===== src/rtl/cdiv_pkg.sv =====
package cdiv_pkg;

    localparam int CFG_W        = 32;
    localparam int FIN_LSB      = 0;
    localparam int FIN_W        = 2;
    localparam int SRC_LSB      = 2;
    localparam int SRC_W        = 3;
    localparam int STOP_OUT_POS = 8;
    localparam int STOP_HS_POS  = 9;

    typedef enum logic [1:0] {
        ST_IDLE  = 2'd0,
        ST_HIGH  = 2'd1,
        ST_LOW   = 2'd2,
        ST_FAULT = 2'd3
    } phase_t;

    typedef struct packed {
        logic             stop_hs;
        logic             stop_out;
        logic [SRC_W-1:0] src_code;
        logic [FIN_W-1:0] fin_code;
    } div_cfg_t;

endpackage


===== src/rtl/cdiv_cfg_reg.sv =====
module cdiv_cfg_reg
    import cdiv_pkg::*;
#(
    parameter int SRC_MAX_CODE = 4,
    parameter int FIN_MAX_CODE = 1
) (
    input  logic             clk,
    input  logic             rst_n,
    input  logic             wr,
    input  logic [CFG_W-1:0] wdata,
    output div_cfg_t         cfg,
    output logic             cfg_bad,
    output logic             enabled
);

    localparam logic [CFG_W-1:0] USED_MASK =
        (CFG_W'(1) << STOP_HS_POS) | (CFG_W'(1) << STOP_OUT_POS) |
        (CFG_W'((1 << SRC_W) - 1) << SRC_LSB) |
        (CFG_W'((1 << FIN_W) - 1) << FIN_LSB);

    logic unused_wdata;
    assign unused_wdata = ^(wdata & ~USED_MASK);

    always_ff @(posedge clk) begin
        if (!rst_n) begin
            cfg.stop_hs  <= 1'b1;
            cfg.stop_out <= 1'b1;
            cfg.src_code <= '0;
            cfg.fin_code <= '0;
        end else if (wr) begin
            cfg.stop_hs  <= wdata[STOP_HS_POS];
            cfg.stop_out <= wdata[STOP_OUT_POS];
            cfg.src_code <= wdata[SRC_LSB +: SRC_W];
            cfg.fin_code <= wdata[FIN_LSB +: FIN_W];
        end
    end

    assign cfg_bad = (cfg.src_code > SRC_W'(SRC_MAX_CODE)) ||
                     (cfg.fin_code > FIN_W'(FIN_MAX_CODE));
    assign enabled = !cfg.stop_hs && !cfg.stop_out;

endmodule


===== src/rtl/cdiv_src_stage.sv =====
module cdiv_src_stage #(
    parameter int CODE_W = 3,
    parameter int CNT_W  = 4
) (
    input  logic              clk,
    input  logic              rst_n,
    input  logic              run,
    input  logic [CODE_W-1:0] code,
    output logic              tick
);

    localparam int SPAN_W = CNT_W + 1;

    logic [CNT_W-1:0] cnt;
    logic [CNT_W-1:0] lim;

    // Terminal count is 2^code - 1.
    assign lim  = CNT_W'((SPAN_W'(1) << code) - SPAN_W'(1));
    assign tick = run && (cnt == lim);

    always_ff @(posedge clk) begin
        if (!rst_n || !run) begin
            cnt <= '0;
        end else if (tick) begin
            cnt <= '0;
        end else begin
            cnt <= cnt + CNT_W'(1);
        end
    end

endmodule


===== src/rtl/cdiv_phase_fsm.sv =====
module cdiv_phase_fsm
    import cdiv_pkg::*;
#(
    parameter int FIN_MAX_CODE = 1
) (
    input  logic             clk,
    input  logic             rst_n,
    input  logic             tick,
    input  logic [SRC_W-1:0] src_code,
    input  logic [FIN_W-1:0] fin_code,
    input  logic             stop_out,
    input  logic             cfg_bad,
    output logic [SRC_W-1:0] src_act,
    output logic             clk_lvl,
    output logic             active
);

    localparam int HC_W = (FIN_MAX_CODE > 0) ? FIN_MAX_CODE : 1;

    phase_t           state;
    phase_t           nxt;
    logic [FIN_W-1:0] fin_act;
    logic [HC_W-1:0]  hcnt;
    logic [HC_W-1:0]  half_lim;
    logic             half_done;
    logic             load;

    // Ticks per half period: 2^fin_act.
    assign half_lim  = HC_W'(((HC_W+1)'(1) << fin_act) - (HC_W+1)'(1));
    assign half_done = tick && (hcnt == half_lim);
    assign load      = (nxt == ST_HIGH) && (state != ST_HIGH);

    always_comb begin
        nxt = state;
        unique case (state)
            ST_IDLE: begin
                if (cfg_bad)        nxt = ST_FAULT;
                else if (!stop_out) nxt = ST_HIGH;
            end
            ST_HIGH: begin
                if (half_done)      nxt = ST_LOW;
            end
            ST_LOW: begin
                if (half_done) begin
                    if (cfg_bad)       nxt = ST_FAULT;
                    else if (stop_out) nxt = ST_IDLE;
                    else               nxt = ST_HIGH;
                end
            end
            ST_FAULT: begin
                if (!cfg_bad)       nxt = stop_out ? ST_IDLE : ST_HIGH;
            end
        endcase
    end

    always_ff @(posedge clk) begin
        if (!rst_n) state <= ST_IDLE;
        else        state <= nxt;
    end

    always_ff @(posedge clk) begin
        if (!rst_n) begin
            src_act <= '0;
            fin_act <= '0;
        end else if (load) begin
            src_act <= src_code;
            fin_act <= fin_code;
        end
    end

    always_ff @(posedge clk) begin
        if (!rst_n || load || !active) begin
            hcnt <= '0;
        end else if (half_done) begin
            hcnt <= '0;
        end else if (tick) begin
            hcnt <= hcnt + HC_W'(1);
        end
    end

    always_comb begin
        clk_lvl = 1'b0;
        active  = 1'b0;
        unique case (state)
            ST_HIGH: begin
                clk_lvl = 1'b1;
                active  = 1'b1;
            end
            ST_LOW: begin
                active  = 1'b1;
            end
            ST_IDLE, ST_FAULT: begin
                clk_lvl = 1'b0;
            end
        endcase
    end

endmodule


===== src/rtl/card_clk_divider.sv =====
module card_clk_divider
    import cdiv_pkg::*;
#(
    parameter int SRC_MAX_CODE = 4,
    parameter int FIN_MAX_CODE = 1
) (
    input  logic        clk,
    input  logic        rst_n,
    input  logic        cfg_wr,
    input  logic [31:0] cfg_wdata,
    output logic        card_clk,
    output logic        hs_tick,
    output logic        div_active,
    output logic        clk_enabled,
    output logic        cfg_err
);

    localparam int PRE_W = (SRC_MAX_CODE > 0) ? SRC_MAX_CODE : 1;

    div_cfg_t         cfg_q;
    logic             cfg_bad;
    logic             tick_w;
    logic [SRC_W-1:0] src_act_w;
    logic             stop_out_q;

    cdiv_cfg_reg #(
        .SRC_MAX_CODE (SRC_MAX_CODE),
        .FIN_MAX_CODE (FIN_MAX_CODE)
    ) u_cfg (
        .clk     (clk),
        .rst_n   (rst_n),
        .wr      (cfg_wr),
        .wdata   (cfg_wdata),
        .cfg     (cfg_q),
        .cfg_bad (cfg_bad),
        .enabled (clk_enabled)
    );

    cdiv_src_stage #(
        .CODE_W (SRC_W),
        .CNT_W  (PRE_W)
    ) u_src (
        .clk   (clk),
        .rst_n (rst_n),
        .run   (div_active),
        .code  (src_act_w),
        .tick  (tick_w)
    );

    cdiv_phase_fsm #(
        .FIN_MAX_CODE (FIN_MAX_CODE)
    ) u_fsm (
        .clk      (clk),
        .rst_n    (rst_n),
        .tick     (tick_w),
        .src_code (cfg_q.src_code),
        .fin_code (cfg_q.fin_code),
        .stop_out (cfg_q.stop_out),
        .cfg_bad  (cfg_bad),
        .src_act  (src_act_w),
        .clk_lvl  (card_clk),
        .active   (div_active)
    );

    assign stop_out_q = cfg_q.stop_out;
    assign hs_tick    = tick_w && !cfg_q.stop_hs;
    assign cfg_err    = cfg_bad;

endmodule


===== config.mk =====
export PLATFORM = sky130hd
export DESIGN_NAME = card_clk_divider
export DESIGN_NICKNAME = d
export VERILOG_FILES = /design/src/rtl/cdiv_pkg.sv /design/src/rtl/cdiv_cfg_reg.sv /design/src/rtl/cdiv_src_stage.sv /design/src/rtl/cdiv_phase_fsm.sv /design/src/rtl/card_clk_divider.sv
export SDC_FILE = /design/constraint.sdc
export NUM_CORES = 1
export LEC_CHECK = 0
export BUFFER_PORTS_ARGS = -buffer_cell sky130_fd_sc_hd__buf_2
export CAP_MARGIN = 20
export CORE_MARGIN = 10
export CORE_UTILIZATION = 48
export DETAILED_ROUTE_END_ITERATION = 10
export GPL_ROUTABILITY_DRIVEN = 0
export PLACE_DENSITY = 0.8
export SYNTH_ARGS = -nofsm -noshare
export SYNTH_HDL_FRONTEND = slang
export SYNTH_HIERARCHICAL = 1
export SYNTH_SLANG_ARGS = --single-unit

===== constraint.sdc =====
create_clock -name clk -period 3.55 [get_ports clk]
set_clock_uncertainty 0.2 [all_clocks]
set_input_delay 0 -clock clk [delete_from_list [all_inputs] [get_ports clk]]
set_output_delay 0 -clock clk [all_outputs]
set_load 0.005 [all_outputs]

==> results.md <==
- The worst hold path passes through 2 cells.
- The routed design has 2.76 mm of wire.
- The number of distinct standard cells referenced by the synthesized netlist is 31.
- In this run the worst hold path is classified as reg2reg.
- The starting utilization of the core area is 52.4%.
- The number of search-and-repair iterations in the first detailed-routing pass is 4.
- TritonCTS built the clock tree.
- In this run the critical register-to-register path is launched from u_fsm/src_act[1].
- The combinational fraction of design power is 50.8%.
- The layout net count is 194.
- The final route contains 999 vias.
- CTS built an H-tree with a depth of 1.
- For the worst setup path, the data arrival time is 2.95 ns.
- The number of post-CTS setup repair buffers is 0.
- Ranked by total cell area, the synthesized netlist is headed by dfxtp_1 (36%), mux2i_1 (12%), ha_1 (7.1%).
- Traced cell by cell, the critical path runs through or3_4, ha_1, xor2_1, nand3_1, nor3_2, buf_4, or4b_4, nand4_1, o221ai_2, and2_4, mux2i_1.
- Excluding fillers, the count of instances in the completed layout stands at 179.
- The end point of the worst hold path is u_fsm/fin_act[1].
- After synthesis the netlist holds a flip-flop and latch count of 19.
- The cell internal power dissipation is 0.000477 W.
- The least setup slack across all paths after layout is 0.629 ns.
- The cell count of the worst reg-to-reg path is 11.
- The master of the slowest instance on the critical path is or4b_4.
- Summed over all nets, the switching power comes to 0.000307 W.
- At the worst endpoint, the required time is 3.58 ns.
- The routed length per placed instance is 15.4 µm.
- The total clock buffers created by CTS is 3.
- The wire length of the first global-routing pass is 4.55 mm.
- The total number of yosys warnings is 6.
- Entering global routing, the biggest net connects 22 pins.
- Timing would allow up to 342 MHz.
- Before CTS, the worst setup slack after placement is 0.666 ns.
- The worst-case IR drop observed on VDD is 0.332 mV.
- Global routing used 12.9% of the available tracks across all layers.
- The total I/O pin count is 40.
- The number of antenna diodes in the final layout is 0.
- The number of violations of the max-capacitance limit is 0.
- The number of clock sinks is 19.
- The final worst-path cycle share is 82.3%.
- The setup path with the least slack is of type reg2reg.
- The worst hold path begins at u_cfg/cfg[1].
- In this run, flip-flops and latches consume 34.9% of the power.
- The family with the most delay on the worst path is simple AND/OR/NAND/NOR gates.
- Setup repair after global routing left no endpoint under its margin.
- The first routing iteration left 71 violations.
- The standard cell core area is 2020 µm².
- Of the total power, the share spent switching nets is 39.2%.
- Measured along the x axis, the die boundary spans 67.0 µm.
- The HPWL reported at the end of detailed placement is 1.61 mm.
- The root buffer cell chosen for the clock tree is clkbuf_4.
- Summed over its instances, the top area cell type makes up 35.9% of the synthesized netlist area.
- Headroom to the max-slew limit came out at 77.8%.
- The hold violation total from the final report is 0.
- The mapped netlist covers 1060 µm².
- Using the TritonRoute via totals, the vias-per-cell ratio works out to 5.58.
- Hold timing on the final database bottoms out at a slack of 0.307 ns.
- For the final routed database, the setup TNS stands at 0 ns.
- The area of the die is 4490 µm².
- The post-route netlist has 16.4% of its cells at a drive strength greater than 1.
- The floorplan has 16 rows.
- After layout, the minimum clock period comes to 2.92 ns.
- In the layout the commonest cells are dlygate4sd3_1 (22), dfxtp_1 (19), nand2_1 (16).
- The cell taking the most area after synthesis is dfxtp_1.
- The via count of the first global-routing pass came to 976.
- Counting every net in the synthesized netlist gives 155.
- After detailed routing, the number of remaining DRC violations is 0.
- The buffering stage count on the worst path with inverters included is 1.
- The library cell used most frequently in the layout, excluding fill and tap cells, is dlygate4sd3_1.
- The clock network burns 14.3% of the power.
- On the worst path, the slowest cell contributes a delay of 0.47 ns.
- The register area share after synthesis is 35.9%.
- The flow ran to the end, and the final reports show no timing, DRC or antenna violations.
- The sort of element at the end of the critical path is a flip-flop.
- The average footprint of a synthesized cell is 9.30 µm².
- The initial antenna violation count is 0.
- The total overflow left after global routing is 0.
- The number of cells after detailed placement is 153.
- The launching element type of the critical path is a flip-flop.
- The floorplan step set the die height to 67.0 µm.
- In this run the static leakage power is 0.580 nW.
- The residual antenna-violating net count after detailed routing is 0.
- The insertion delay of the later-clocked pin in the worst-skew pair is 0.31 ns.
- The area growth from synthesis to layout is 31.4%.
- The power density over the cells is 563 nW/µm².
- The number of instances in the synthesized netlist is 114.
- The endpoint of the most critical register-to-register path is u_fsm/src_act[2].
- In this run the worst path has a maximum fanout of 11.
- The transition time at the pin with the least slew margin is 0.331 ns.
- Setup violations remaining at the end of the flow were counted as 0.
- The maximum number of buffers from clock root to sink is 2.
- Clock-pin slew was measured on the worst setup and hold paths at 0.12 ns.
- The number of pins with negative max-slew slack in the final report is 0.
- Buffers placed on the I/O ports in this run total 14.
- The register-to-register setup slack is 0.63 ns.
-- cells by family (layout without fill, tap and decap cells) --
logic type	Yosys count	count (layout)	synth area share [%]
AO/OA/AOI/OAI	15	15	10.0
XOR/XNOR	7	7	5.79
adder cells (fa/ha/maj)	6	6	7.08
buffers and inverters	6	44	3.54
flip-flops	19	19	35.9
multiplexers	13	13	12.3
AND/OR/NAND/NOR	48	48	25.4
-- stage by stage --
| stage | total power (W) | cell area [µm²] | utilization (%) |
|---|---|---|---|
| floorplan | 0.000572 | 1060 | - |
| finish | 0.000784 | 1390 | 68.9 |
| global route | 0.000832 | 1390 | 68.9 |
| detailed placement | 0.000644 | 1140 | 56.6 |
| CTS | 0.000773 | 1390 | 68.9 |
| global placement | 0.000630 | 1140 | 56.6 |
-- worst register-to-register path, cell delays in order (launching register included) --
cell	delay, ns
dfxtp_1	0.34
or3_4	0.40
ha_1	0.31
xor2_1	0.13
nand3_1	0.10
nor3_2	0.11
buf_4	0.19
or4b_4	0.47
nand4_1	0.12
o221ai_2	0.09
and2_4	0.21
mux2i_1	0.18
-- cells in the mapped netlist --
library cell / count
a21oi_1: 3
a31oi_1: 1
a32oi_1: 1
and2_4: 1
buf_6: 2
clkbuf_1: 1
dfxtp_1: 19
ha_1: 6
inv_1: 3
mux2i_1: 13
nand2_1: 16
nand2b_1: 3
nand3_1: 4
nand4_1: 2
nor2_1: 4
nor2b_1: 6
nor2b_4: 1
nor3_1: 5
nor3_2: 1
nor3b_1: 3
o2111ai_1: 1
o211a_1: 1
o211ai_1: 2
o21a_1: 1
o21ai_0: 3
o21ai_1: 1
o221ai_2: 1
or3_4: 1
or4b_4: 1
xnor2_1: 4
xor2_1: 3
-- layer usage --
metal	part of all wire (%)	vias up	GRT usage [%]
li1	-	476	-
met1	40	470	13.5
met2	53	43	25.1
met3	4.8	10	2.51
met4	2.0	0	3.85
met5	0	-	0
-- sequential cells by signal, summed over array words and instances, names as in the netlist --
| register | count |
|---|---|
| u_fsm/state | 2 |
| u_cfg/cfg | 7 |
| u_src/cnt | 4 |
| u_fsm/fin_act | 2 |
| u_fsm/src_act | 3 |
| u_fsm/hcnt | 1 |
-- power by group through the flow --
stage | logic [W] | clock network, W | registers, W
2_1_floorplan | 0.000302 | 0 | 0.000269
3_3_place_gp | 0.000355 | 0 | 0.000276
3_5_place_dp | 0.000366 | 0 | 0.000277
4_1_cts | 0.000389 | 0.000111 | 0.000272
5_1_grt | 0.000434 | 0.000119 | 0.000279
6_report | 0.000399 | 0.000112 | 0.000273
-- layout make-up --
cell class / instances / area [µm²]
clock inverter: 1 / 5.00
sequential: 19 / 380
fill: 155 / 629
multi-input combinational: 89 / 642
tap: 27 / 33.8
inverter: 3 / 11.3
timing repair buffer: 37 / 298
clock buffer: 3 / 22.5
-- how the worst max path moves through the flow --
| stage | end | startpoint | cells after the start |
|---|---|---|---|
| 2_1_floorplan | u_fsm/fin_act[1] | u_fsm/src_act[1] | 11 |
| 3_3_place_gp | u_fsm/src_act[1] | u_fsm/src_act[1] | 11 |
| 3_5_place_dp | u_fsm/fin_act[0] | u_fsm/src_act[1] | 11 |
| 4_1_cts | u_fsm/fin_act[0] | u_fsm/src_act[1] | 11 |
| 5_1_grt | u_fsm/src_act[0] | u_fsm/src_act[1] | 11 |
| 6_report | u_fsm/src_act[2] | u_fsm/src_act[1] | 11 |
-- what timing repair did --
action / 4_1_cts / 5_1_grt
endpoints found under the hold margin: 19 / 0
setup endpoints to repair: 0 / 0
gates resized for setup: 0 / 0
hold buffers: 22 / 0
No activity file was read; power rests on OpenSTA's default activity.
